File: config.mk
export PLATFORM = sky130hd
export DESIGN_NAME = edge_delay_meter
export DESIGN_NICKNAME = d
export VERILOG_FILES = /design/src/rtl/edm_pkg.sv /design/src/rtl/edm_sync.sv /design/src/rtl/edm_edge_detect.sv /design/src/rtl/edm_sat_counter.sv /design/src/rtl/edge_delay_meter.sv
export SDC_FILE = /design/constraint.sdc
export NUM_CORES = 1
export LEC_CHECK = 0
export ABC_AREA = 1
export BUFFER_PORTS_ARGS = -buffer_cell sky130_fd_sc_hd__buf_2
export CORE_ASPECT_RATIO = 2
export CORE_UTILIZATION = 46
export DETAILED_ROUTE_END_ITERATION = 8
export GPL_TIMING_DRIVEN = 1
export HOLD_SLACK_MARGIN = 0.03
export PLACE_DENSITY_LB_ADDON = 0.15
export SLEW_MARGIN = 10
export SYNTH_ARGS = -nofsm -noshare
export SYNTH_HDL_FRONTEND = slang
export SYNTH_SLANG_ARGS = --single-unit
File: constraint.sdc
create_clock -name clk -period 1.78 [get_ports clk]
set_clock_uncertainty 0.1 [all_clocks]
set_input_delay 0.267 -clock clk [delete_from_list [all_inputs] [get_ports clk]]
set_output_delay 0.267 -clock clk [all_outputs]
set_load 0.01 [all_outputs]
File: src/rtl/edm_pkg.sv
// Package: shared types and the edge-type decoder of the delay meter.
// Assumes edge codes 2 and 3 both mean "any change".
package edm_pkg;

    typedef enum logic [1:0] {
        EDGE_RISE     = 2'd0,
        EDGE_FALL     = 2'd1,
        EDGE_ANY      = 2'd2,
        EDGE_ANY_ALT  = 2'd3
    } edge_mode_t;

    typedef enum logic {
        ST_WAIT_REF = 1'b0,
        ST_WAIT_SIG = 1'b1
    } meas_state_t;

    localparam int NUM_CH = 2;
    localparam int CH_REF = 0;
    localparam int CH_SIG = 1;

    // Decide whether an old/new value pair is an edge of the selected type.
    function automatic logic edge_match(input logic [1:0] mode, input logic old_v, input logic new_v);
        case (edge_mode_t'(mode))
            EDGE_RISE: return !old_v && new_v;
            EDGE_FALL: return old_v && !new_v;
            default:   return old_v ^ new_v;
        endcase
    endfunction

endpackage

File: src/rtl/edm_sync.sv
// Module: multi-flop synchroniser with a matching valid chain.
// Every bit sees the same number of stages, so relative timing between bits
// is kept. dvalid rises once the chain holds data sampled after reset.
// Assumes STAGES >= 1.
module edm_sync #(
    parameter int STAGES = 2,
    parameter int WIDTH  = 2
) (
    input  logic             clk,
    input  logic             rst_n,
    input  logic [WIDTH-1:0] din,
    output logic [WIDTH-1:0] dout,
    output logic             dvalid
);

    localparam int LAST = STAGES - 1;

    for (genvar i = 0; i < STAGES; i++) begin : g_stage
        logic [WIDTH-1:0] q;
        logic             v;
        if (i == 0) begin : g_first
            // Capture the raw asynchronous inputs.
            always_ff @(posedge clk) begin
                if (!rst_n) begin
                    q <= '0;
                    v <= 1'b0;
                end else begin
                    q <= din;
                    v <= 1'b1;
                end
            end
        end else begin : g_next
            // Shift one stage further along the chain.
            always_ff @(posedge clk) begin
                if (!rst_n) begin
                    q <= '0;
                    v <= 1'b0;
                end else begin
                    q <= g_stage[i-1].q;
                    v <= g_stage[i-1].v;
                end
            end
        end
    end

    assign dout   = g_stage[LAST].q;
    assign dvalid = g_stage[LAST].v;


    sync_valid_stays_chk: assert property (@(posedge clk) disable iff (!rst_n)
        dvalid |=> dvalid);

endmodule

File: src/rtl/edm_edge_detect.sv
// Module: per-channel edge detector with a priming sample.
// The first valid sample after reset only loads the previous-value register.
// Assumes the mode inputs are held steady outside reset.
module edm_edge_detect (
    input  logic       clk,
    input  logic       rst_n,
    input  logic       smp_valid,
    input  logic [1:0] smp,
    input  logic [1:0] ref_mode,
    input  logic [1:0] sig_mode,
    output logic [1:0] edge_hit
);

    logic [1:0] prev_q;
    logic       primed_q;
    logic [1:0] mode_sel [edm_pkg::NUM_CH];

    assign mode_sel[edm_pkg::CH_REF] = ref_mode;
    assign mode_sel[edm_pkg::CH_SIG] = sig_mode;

    // Remember the last sample and note that one has been seen.
    always_ff @(posedge clk) begin
        if (!rst_n) begin
            prev_q   <= '0;
            primed_q <= 1'b0;
        end else if (smp_valid) begin
            prev_q   <= smp;
            primed_q <= 1'b1;
        end
    end

    for (genvar ch = 0; ch < edm_pkg::NUM_CH; ch++) begin : g_ch
        assign edge_hit[ch] = primed_q && smp_valid &&
                              edm_pkg::edge_match(mode_sel[ch], prev_q[ch], smp[ch]);


        edge_needs_change_chk: assert property (@(posedge clk) disable iff (!rst_n)
            edge_hit[ch] |-> (smp[ch] != prev_q[ch]));
    end


    prime_no_edge_chk: assert property (@(posedge clk) disable iff (!rst_n)
        $rose(primed_q) |-> ($past(edge_hit) == 2'b00));

endmodule

File: src/rtl/edm_sat_counter.sv
// Module: saturating up-counter with a synchronous clear.
// Clear has priority over increment.
module edm_sat_counter #(
    parameter int WIDTH = 16
) (
    input  logic             clk,
    input  logic             rst_n,
    input  logic             clr,
    input  logic             inc,
    output logic [WIDTH-1:0] count
);

    localparam logic [WIDTH-1:0] CMAX = '1;

    // Count events, stop at the top, zero on clear.
    always_ff @(posedge clk) begin
        if (!rst_n) begin
            count <= '0;
        end else if (clr) begin
            count <= '0;
        end else if (inc && (count != CMAX)) begin
            count <= count + 1'b1;
        end
    end


    sat_hold_chk: assert property (@(posedge clk) disable iff (!rst_n)
        (count == CMAX && !clr) |=> (count == CMAX));


    step_one_chk: assert property (@(posedge clk) disable iff (!rst_n)
        !clr |=> (count == $past(count) || count == $past(count) + 1'b1));


    clear_zero_chk: assert property (@(posedge clk) disable iff (!rst_n)
        clr |=> (count == '0));

endmodule

File: src/rtl/edge_delay_meter.sv
// Module: clock-to-signal edge delay meter (top).
// Synchronises both inputs, finds the chosen edges, and alternates between
// waiting for a reference edge and waiting for a signal edge. It reports the
// elapsed sample count and counts out-of-turn edges.
// Assumes ref_mode and sig_mode change only while rst_n is low.
module edge_delay_meter #(
    parameter int DELAY_W     = 24,
    parameter int MISS_W      = 16,
    parameter int SYNC_STAGES = 2
) (
    input  logic               clk,
    input  logic               rst_n,
    input  logic [1:0]         ref_mode,
    input  logic [1:0]         sig_mode,
    input  logic               cnt_clear,
    input  logic               ref_in,
    input  logic               sig_in,
    output logic               meas_valid,
    output logic [DELAY_W-1:0] meas_delay,
    output logic               meas_ovf,
    output logic               miss_ref_pulse,
    output logic               miss_sig_pulse,
    output logic [MISS_W-1:0]  miss_ref_count,
    output logic [MISS_W-1:0]  miss_sig_count
);

    import edm_pkg::*;

    localparam logic [DELAY_W-1:0] DMAX = '1;
    localparam logic [DELAY_W-1:0] DONE = DELAY_W'(1);

    logic [1:0]         sync_smp;
    logic               sync_vld;
    logic [1:0]         edge_hit;
    logic               ref_e, sig_e;

    meas_state_t        st_q, st_d;
    logic [DELAY_W-1:0] elapsed_q, elapsed_d;
    logic               seen_q, seen_d;
    logic               done, miss_r, miss_s;
    logic [DELAY_W-1:0] done_delay;

    edm_sync #(
        .STAGES (SYNC_STAGES),
        .WIDTH  (2)
    ) i_sync (
        .clk    (clk),
        .rst_n  (rst_n),
        .din    ({sig_in, ref_in}),
        .dout   (sync_smp),
        .dvalid (sync_vld)
    );

    edm_edge_detect i_edge (
        .clk       (clk),
        .rst_n     (rst_n),
        .smp_valid (sync_vld),
        .smp       (sync_smp),
        .ref_mode  (ref_mode),
        .sig_mode  (sig_mode),
        .edge_hit  (edge_hit)
    );

    assign ref_e = edge_hit[CH_REF];
    assign sig_e = edge_hit[CH_SIG];

    // Next-state logic: both phases may complete within one sample.
    always_comb begin
        st_d       = st_q;
        elapsed_d  = elapsed_q;
        seen_d     = seen_q;
        done       = 1'b0;
        done_delay = elapsed_q;
        miss_r     = 1'b0;
        miss_s     = 1'b0;
        case (st_q)
            ST_WAIT_REF: begin
                if (ref_e) begin
                    if (sig_e) begin
                        done       = 1'b1;
                        done_delay = '0;
                        seen_d     = 1'b1;
                    end else begin
                        st_d      = ST_WAIT_SIG;
                        elapsed_d = DONE;
                    end
                end else if (sig_e && seen_q) begin
                    miss_s = 1'b1;
                end
            end
            default: begin
                if (sig_e) begin
                    done   = 1'b1;
                    seen_d = 1'b1;
                    if (ref_e) begin
                        elapsed_d = DONE;
                    end else begin
                        st_d = ST_WAIT_REF;
                    end
                end else begin
                    miss_r = ref_e;
                    if (elapsed_q != DMAX) begin
                        elapsed_d = elapsed_q + 1'b1;
                    end
                end
            end
        endcase
    end

    // Phase state, elapsed sample count and first-result flag.
    always_ff @(posedge clk) begin
        if (!rst_n) begin
            st_q      <= ST_WAIT_REF;
            elapsed_q <= '0;
            seen_q    <= 1'b0;
        end else begin
            st_q      <= st_d;
            elapsed_q <= elapsed_d;
            seen_q    <= seen_d;
        end
    end

    // Registered result and event pulses.
    always_ff @(posedge clk) begin
        if (!rst_n) begin
            meas_valid     <= 1'b0;
            meas_delay     <= '0;
            meas_ovf       <= 1'b0;
            miss_ref_pulse <= 1'b0;
            miss_sig_pulse <= 1'b0;
        end else begin
            meas_valid     <= done;
            miss_ref_pulse <= miss_r;
            miss_sig_pulse <= miss_s;
            if (done) begin
                meas_delay <= done_delay;
                meas_ovf   <= (done_delay == DMAX);
            end
        end
    end

    edm_sat_counter #(.WIDTH(MISS_W)) i_miss_ref_cnt (
        .clk   (clk),
        .rst_n (rst_n),
        .clr   (cnt_clear),
        .inc   (miss_r),
        .count (miss_ref_count)
    );

    edm_sat_counter #(.WIDTH(MISS_W)) i_miss_sig_cnt (
        .clk   (clk),
        .rst_n (rst_n),
        .clr   (cnt_clear),
        .inc   (miss_s),
        .count (miss_sig_count)
    );


    ovf_at_max_chk: assert property (@(posedge clk) disable iff (!rst_n)
        (meas_valid && meas_ovf) |-> (meas_delay == DMAX));


    zero_stays_ref_chk: assert property (@(posedge clk) disable iff (!rst_n)
        (meas_valid && meas_delay == '0) |-> (st_q == ST_WAIT_REF));


    miss_ref_in_sig_chk: assert property (@(posedge clk) disable iff (!rst_n)
        miss_ref_pulse |-> (st_q == ST_WAIT_SIG && !miss_sig_pulse));


    miss_sig_no_result_chk: assert property (@(posedge clk) disable iff (!rst_n)
        miss_sig_pulse |-> !meas_valid);


    delay_held_chk: assert property (@(posedge clk) disable iff (!rst_n)
        !meas_valid |-> ($stable(meas_delay) && $stable(meas_ovf)));

endmodule

# [After elaboration in Yosys (flattened, before gate mapping)]
# Cells that the tools add are included.
[totals] reg_bits=95 word_cells=78 output_inout_bits=60 in_bits=9
[op_classes] add_sub_neg=3 n_mux=28 eq_ne=9 bitwise=3 n_reduce_logical=19
[op_table] operator="24-bit two-way mux" count=9
[op_table] operator="16-bit by 1-bit adder with 16-bit output, second input constant" count=2
[op_table] operator="16-bit != test, second input constant" count=2
[op_table] operator="24-bit by 1-bit adder with 24-bit output, second input constant" count=1
[op_table] operator="24-bit == test, second input constant" count=1
[op_table] operator="24-bit != test, second input constant" count=1
[op_table] operator="1-bit two-way mux" count=17
[op_table] operator="1-bit logical AND" count=10
[op_table] operator="2-bit by 1-bit == test with 1-bit output, second input constant" count=2
[op_table] operator="1-bit zero test" count=4
[op_table] operator="2-bit zero test" count=2
[op_table] operator="1-bit case mux with 2 select lines" count=2
[op_table] operator="4-bit AND reduction" count=1
[op_table] operator="3-bit by 2-bit != test with 1-bit output, second input constant" count=1
[op_table] operator="2-bit by 1-bit != test with 1-bit output, second input constant" count=1
[op_table] operator="2-bit != test, second input constant" count=1
[op_table] operator="2-bit nonzero test" count=1
[op_table] operator="2-bit OR reduction" count=1
[op_table] operator="1-bit bitwise XOR" count=2
[op_table] operator="1-bit inverter" count=1

# [Logic depth before layout (Yosys ltp)]
[depth] depth_word=9 mapped_depth=13

# [Cells and area by module]
# From an unflattened synthesis, not the netlist that was laid out.
[hier_totals] cells_unflattened=722 area_unflattened_um2=4787.1
[modules_own_cells] mod="edge_delay_meter" area_each_um2=2571.2 cells_per_inst=361 instances=1
[modules_own_cells] mod="edm_sat_counter" area_each_um2=910.9 cells_per_inst=153 instances=2
[modules_own_cells] mod="edm_edge_detect" area_each_um2=236.5 cells_per_inst=39 instances=1
[modules_own_cells] mod="edm_sync" area_each_um2=157.7 cells_per_inst=16 instances=1

# [Worst setup path before layout]
# No wires, ideal clock.
[synth_timing] path_type="reg2reg" start="register i_edge.prev_q[1]" end="register i_miss_sig_cnt.count[3]" t_required_ps=1562 arrival_time_ps=1580 setup_ps=118 n_path_buf=1 slack_ps=-18 stages_incl_launch_ff=12 path_cell_list="dfxtp_1 -> inv_1 -> ha_1 -> a21oi_2 -> o21ai_2 -> inv_4 -> nand2_4 -> nor2_4 -> nand2_4 -> buf_2 -> nor3_1 -> nor2_1"
[synth_between] elab_chain_cells=9 word_cells_on_any_way=11 cone_classes="mux (4); bitwise (1); reduce/logical (6)"
[synth_rtl] item="from (decl)" line_no="edm_edge_detect.sv:14" rtl="logic [1:0] prev_q;"
[synth_rtl] item="from (signal assigned)" line_no="edm_edge_detect.sv:27" rtl="prev_q <= smp;"
[synth_rtl] item="1-bit zero test" line_no="edm_pkg.sv:24" rtl="EDGE_RISE: return !old_v && new_v;"
[synth_rtl] item="1-bit logical AND" line_no="edm_pkg.sv:24"
[synth_rtl] item="1-bit case mux with 2 select lines (*)" line_no="edm_pkg.sv:23" rtl="case (edge_mode_t'(mode))"
[synth_rtl] item="1-bit logical AND (*)" line_no="edm_edge_detect.sv:33" rtl="assign edge_hit[ch] = primed_q && smp_valid &&"
[synth_rtl] item="1-bit logical AND (*)" line_no="edge_delay_meter.sv:87" rtl="end else if (sig_e && seen_q) begin"
[synth_rtl] item="1-bit two-way mux (*)" line_no="edge_delay_meter.sv:87"
[synth_rtl] item="1-bit two-way mux (*)" line_no="edge_delay_meter.sv:78" rtl="if (ref_e) begin"
[synth_rtl] item="1-bit two-way mux (*)" line_no="edge_delay_meter.sv:76" rtl="case (st_q)"
[synth_rtl] item="1-bit logical AND (*)" line_no="edm_sat_counter.sv:21" rtl="end else if (inc && (count != CMAX)) begin"
[synth_rtl] item="to (signal assigned)" line_no="edm_sat_counter.sv:22" rtl="count <= count + 1'b1;"
[synth_rtl] item="to (decl)" line_no="edm_sat_counter.sv:10" rtl="output logic [WIDTH-1:0] count"
# Mark *: on every way between the ends. The rest lies on a longest branch, timed or not.
# A chain may end at the register's enable or synchronous reset.

# [Final worst setup path]
[layout_timing] start="register i_edge.prev_q[1]" end="register i_miss_sig_cnt.count[0]"
# Same word-level chain as after synthesis.

==> metrics.yaml <==
syn_inst: 722
critical_path_class: "flip-flop to flip-flop"
finalSetupViolCount: 82
fin_util_pct: 66.4
violations: "setup timing"
fmax_mhz: 522
grt_busiest_layer: "met2"
rsz0062_at_grt: "yes"
critPathSlowestCell: "dfxtp_2"
ant_nets: 0
grt_max_degree: 54
dieArea_um2: 10900
synthesis.area_um2: 4830
diodes: 0
vdd_drop_max_mv: 0.511
cts.sinks: 95
track_usage_pct: 29.7
synth.area.top_cells: "dfxtp_1, nand2_1, a21oi_1"
slew_headroom_pct: 43.5
die_w_um: 74.5
dpl.cell_count: 968
clock_latency_ns: 0.34
cts.htree.levels: 3
io_pins: 69
areaGrowthSynthToFinish_pct: 39.4
yosysTopAreaCell: "dfxtp_1"
gp_congestion: 0.959
min_period_over_period_pct: 108
finalMaxSlewViolations: 0
worst_slew_pin_slew_ns: 0.847
num_rows: 52
grt_use_met3_pct: 5.69
io_buffers: 68
syn_nets: 738
fin_nets: 882
cp_common_cell: "nand2_4"
async_flop_share_pct: 0
yosys.area.top_type_share_pct: 39.3
synthFlopType: "dfxtp_1"
critPathRequiredTime_ns: 1.88
worstPathArrival_ns: 2.02
drt_iter0_markers: 332
hold_viol_final: 0
die_h_um: 147
maxCapViolations: 0
hold_class: "primary input to flip-flop"
cts_root_buffer: "clkbuf_16"
place_hpwl_um: 10400
stdcell_count: 1005
drive_gt1_share_pct: 31.5
endpoint_kind: "flip-flop"
slowest_delay_ns: 0.33
synth_edf_count: 0
crit_chain: "inv_1, ha_2, a21oi_4, o21ai_4, inv_4, nand2_4, nor2_4, nand2_4, buf_6, xor2_1, nor2_1"
yosys_warnings: 0
power.leakage_nw: 2.76
syn_area_per_cell_um2: 6.69
coreArea_um2: 10100
use_met2_pct: 55.9
setup_slack_ns: -0.135
path_max_fanout: 7
routed_wl_um: 15700
clkTransAtPathRegs_ns: 0.07
grt_pass1_vias: 5201
grt_first_pass_wirelength_um: 24600
cts_tree: "built"
initial_core_util_pct: 47.6
grt_use_met1_pct: 28.1
clockBufferDepth: 2
start_kind: "flip-flop"
ys_ff_latch: 95
grt-ovfl-total: 0
numCtsBuffers: 9
avgViaCountPerCell: 5.33
wire_per_inst_um: 15.6
synth_cell_types: 32
firstDrtPassIters: 8
drc_errors: 0
antenna_found_initial: 0
status: "finished, violations left"
vias: 5357
finalCriticalPeriod_ns: 1.92
power_density_nw_per_um2: 612
yosysSeqAreaShare_pct: 39.3
==> synthesized netlist by cell type, types with 2 or more instances <==
master	n
clkinv_2	2
o21bai_1	2
or2_2	7
nand2_1	234
ha_1	7
nand2_4	3
buf_6	3
o21ai_0	13
a21oi_1	77
xor2_1	14
nor2_2	2
nand2_2	4
nor2_1	81
buf_4	2
dfxtp_1	95
nor3_2	2
buf_2	10
clkbuf_1	11
inv_2	5
nand3_1	46
nor3_1	19
xnor2_1	10
nor2_4	3
inv_1	50
nand4_1	13
==> final cells by class <==
cell class                      count  area (um^2)
Timing Repair Buffer              158         1240
Fill cell                         927         3410
Clock buffer                       12          256
Clock inverter                      3         18.8
Tap cell                          135          169
Sequential cell                    95         1910
Inverter                           58          234
Multi-Input combinational cell    544         2920
==> critical path, delay by kind of cell, from the launching register on <==
kind | cells | cell delay, ns
adder cells (fa/ha/maj) | 1 | 0.28
AND/OR/NAND/NOR | 4 | 0.36
AO/OA/AOI/OAI | 2 | 0.29
buffers and inverters | 3 | 0.29
flip-flops | 1 | 0.33
XOR/XNOR | 1 | 0.13
==> layout by cell type (no fill, tap or decap), types with 3 or more instances in the layout <==
cell type,count
ha_1,5
o21ai_0,5
buf_16,3
buf_4,67
nand2_2,13
nor2_4,7
o21ai_2,6
nand2_4,13
nand3_2,3
nand2_1,214
nor2_1,74
inv_1,48
nand4_1,13
nand3_1,43
buf_2,68
inv_2,6
xor2_1,14
dfxtp_1,92
o21ai_1,3
dfxtp_2,3
or2_2,7
a21oi_2,24
xnor2_1,10
nor3_2,3
clkinv_2,3
buf_6,9
nor2_2,5
a21oi_1,53
nor3_1,16
buf_12,6
clkbuf_16,11
==> registers in the layout, indices dropped and copies added (netlist names), 2 cells and up <==
register / cells
i_edge.prev_q: 2
i_miss_sig_cnt.count: 16
i_miss_ref_cnt.count: 16
i_sync.dout: 2
elapsed_q: 24
i_sync.g_stage.q: 2
meas_delay: 24
==> kinds of logic after synthesis <==
kind of cell / share of synthesized area [%]
and+or+nand+nor: 36.9
AOI/OAI and AO/OA: 10.1
DFF: 39.3
buffers and inverters: 7.51
xor gates and xnor gates: 4.35
adders and majority gates: 1.81
==> through the flow <==
step | hold WS (ns) | setup WS (ns) | TNS (ns) | power (mW) | area, um^2
6_report | 0.0344 | -0.135 | -7.50 | 4.12 | 6740
5_1_grt | 0.0415 | -0.244 | -15.46 | 4.26 | 6740
4_1_cts | 0.0338 | -0.123 | -6.33 | 4.14 | 6480
3_5_place_dp | 0.298 | -0.278 | -14.90 | 2.32 | 5790
3_3_place_gp | 0.300 | -0.199 | -11.04 | 2.32 | 5790
2_1_floorplan | 0.195 | -0.00799 | -0.0917 | 2.27 | 4850
==> worst paths after layout <==
check	from	endpoint	slack [ns]	cells past startpoint
worst max register to register	i_edge.prev_q[1]	i_miss_sig_cnt.count[0]	-0.14	11
worst min-delay path	sig_in	i_sync.g_stage[0].q[1]	0.03	3
worst min register to register	i_sync.g_stage[0].v	i_sync.dvalid	0.31	2
worst max-delay path	i_edge.prev_q[1]	i_miss_sig_cnt.count[0]	-0.14	11
==> what timing repair did <==
item	in CTS	in global routing
endpoints found under the setup margin	83	82
gates cloned	6	2
pin swaps	21	23
setup buffers	12	3
hold endpoints to repair	1	0
resized for setup	58	65
hold buffers	1	0
==> power breakdown <==
group	internal [mW]	switching [mW]	total, mW
Clock	1.01	0.798	1.81
Combinational	0.0544	0.111	0.165
Sequential	2.14	0.00710	2.15
==> per-layer routing <==
| metal | share of wire (%) | vias up | wire (um) |
|---|---|---|---|
| met4 | 6.1 | 0 | 961 |
| li1 | - | 2597 | - |
| met3 | 4.2 | 74 | 665 |
| met5 | 0 | - | 0 |
| met1 | 34 | 2501 | 5310 |
| met2 | 56 | 185 | 8780 |
Power figures use the tool's default switching activity.
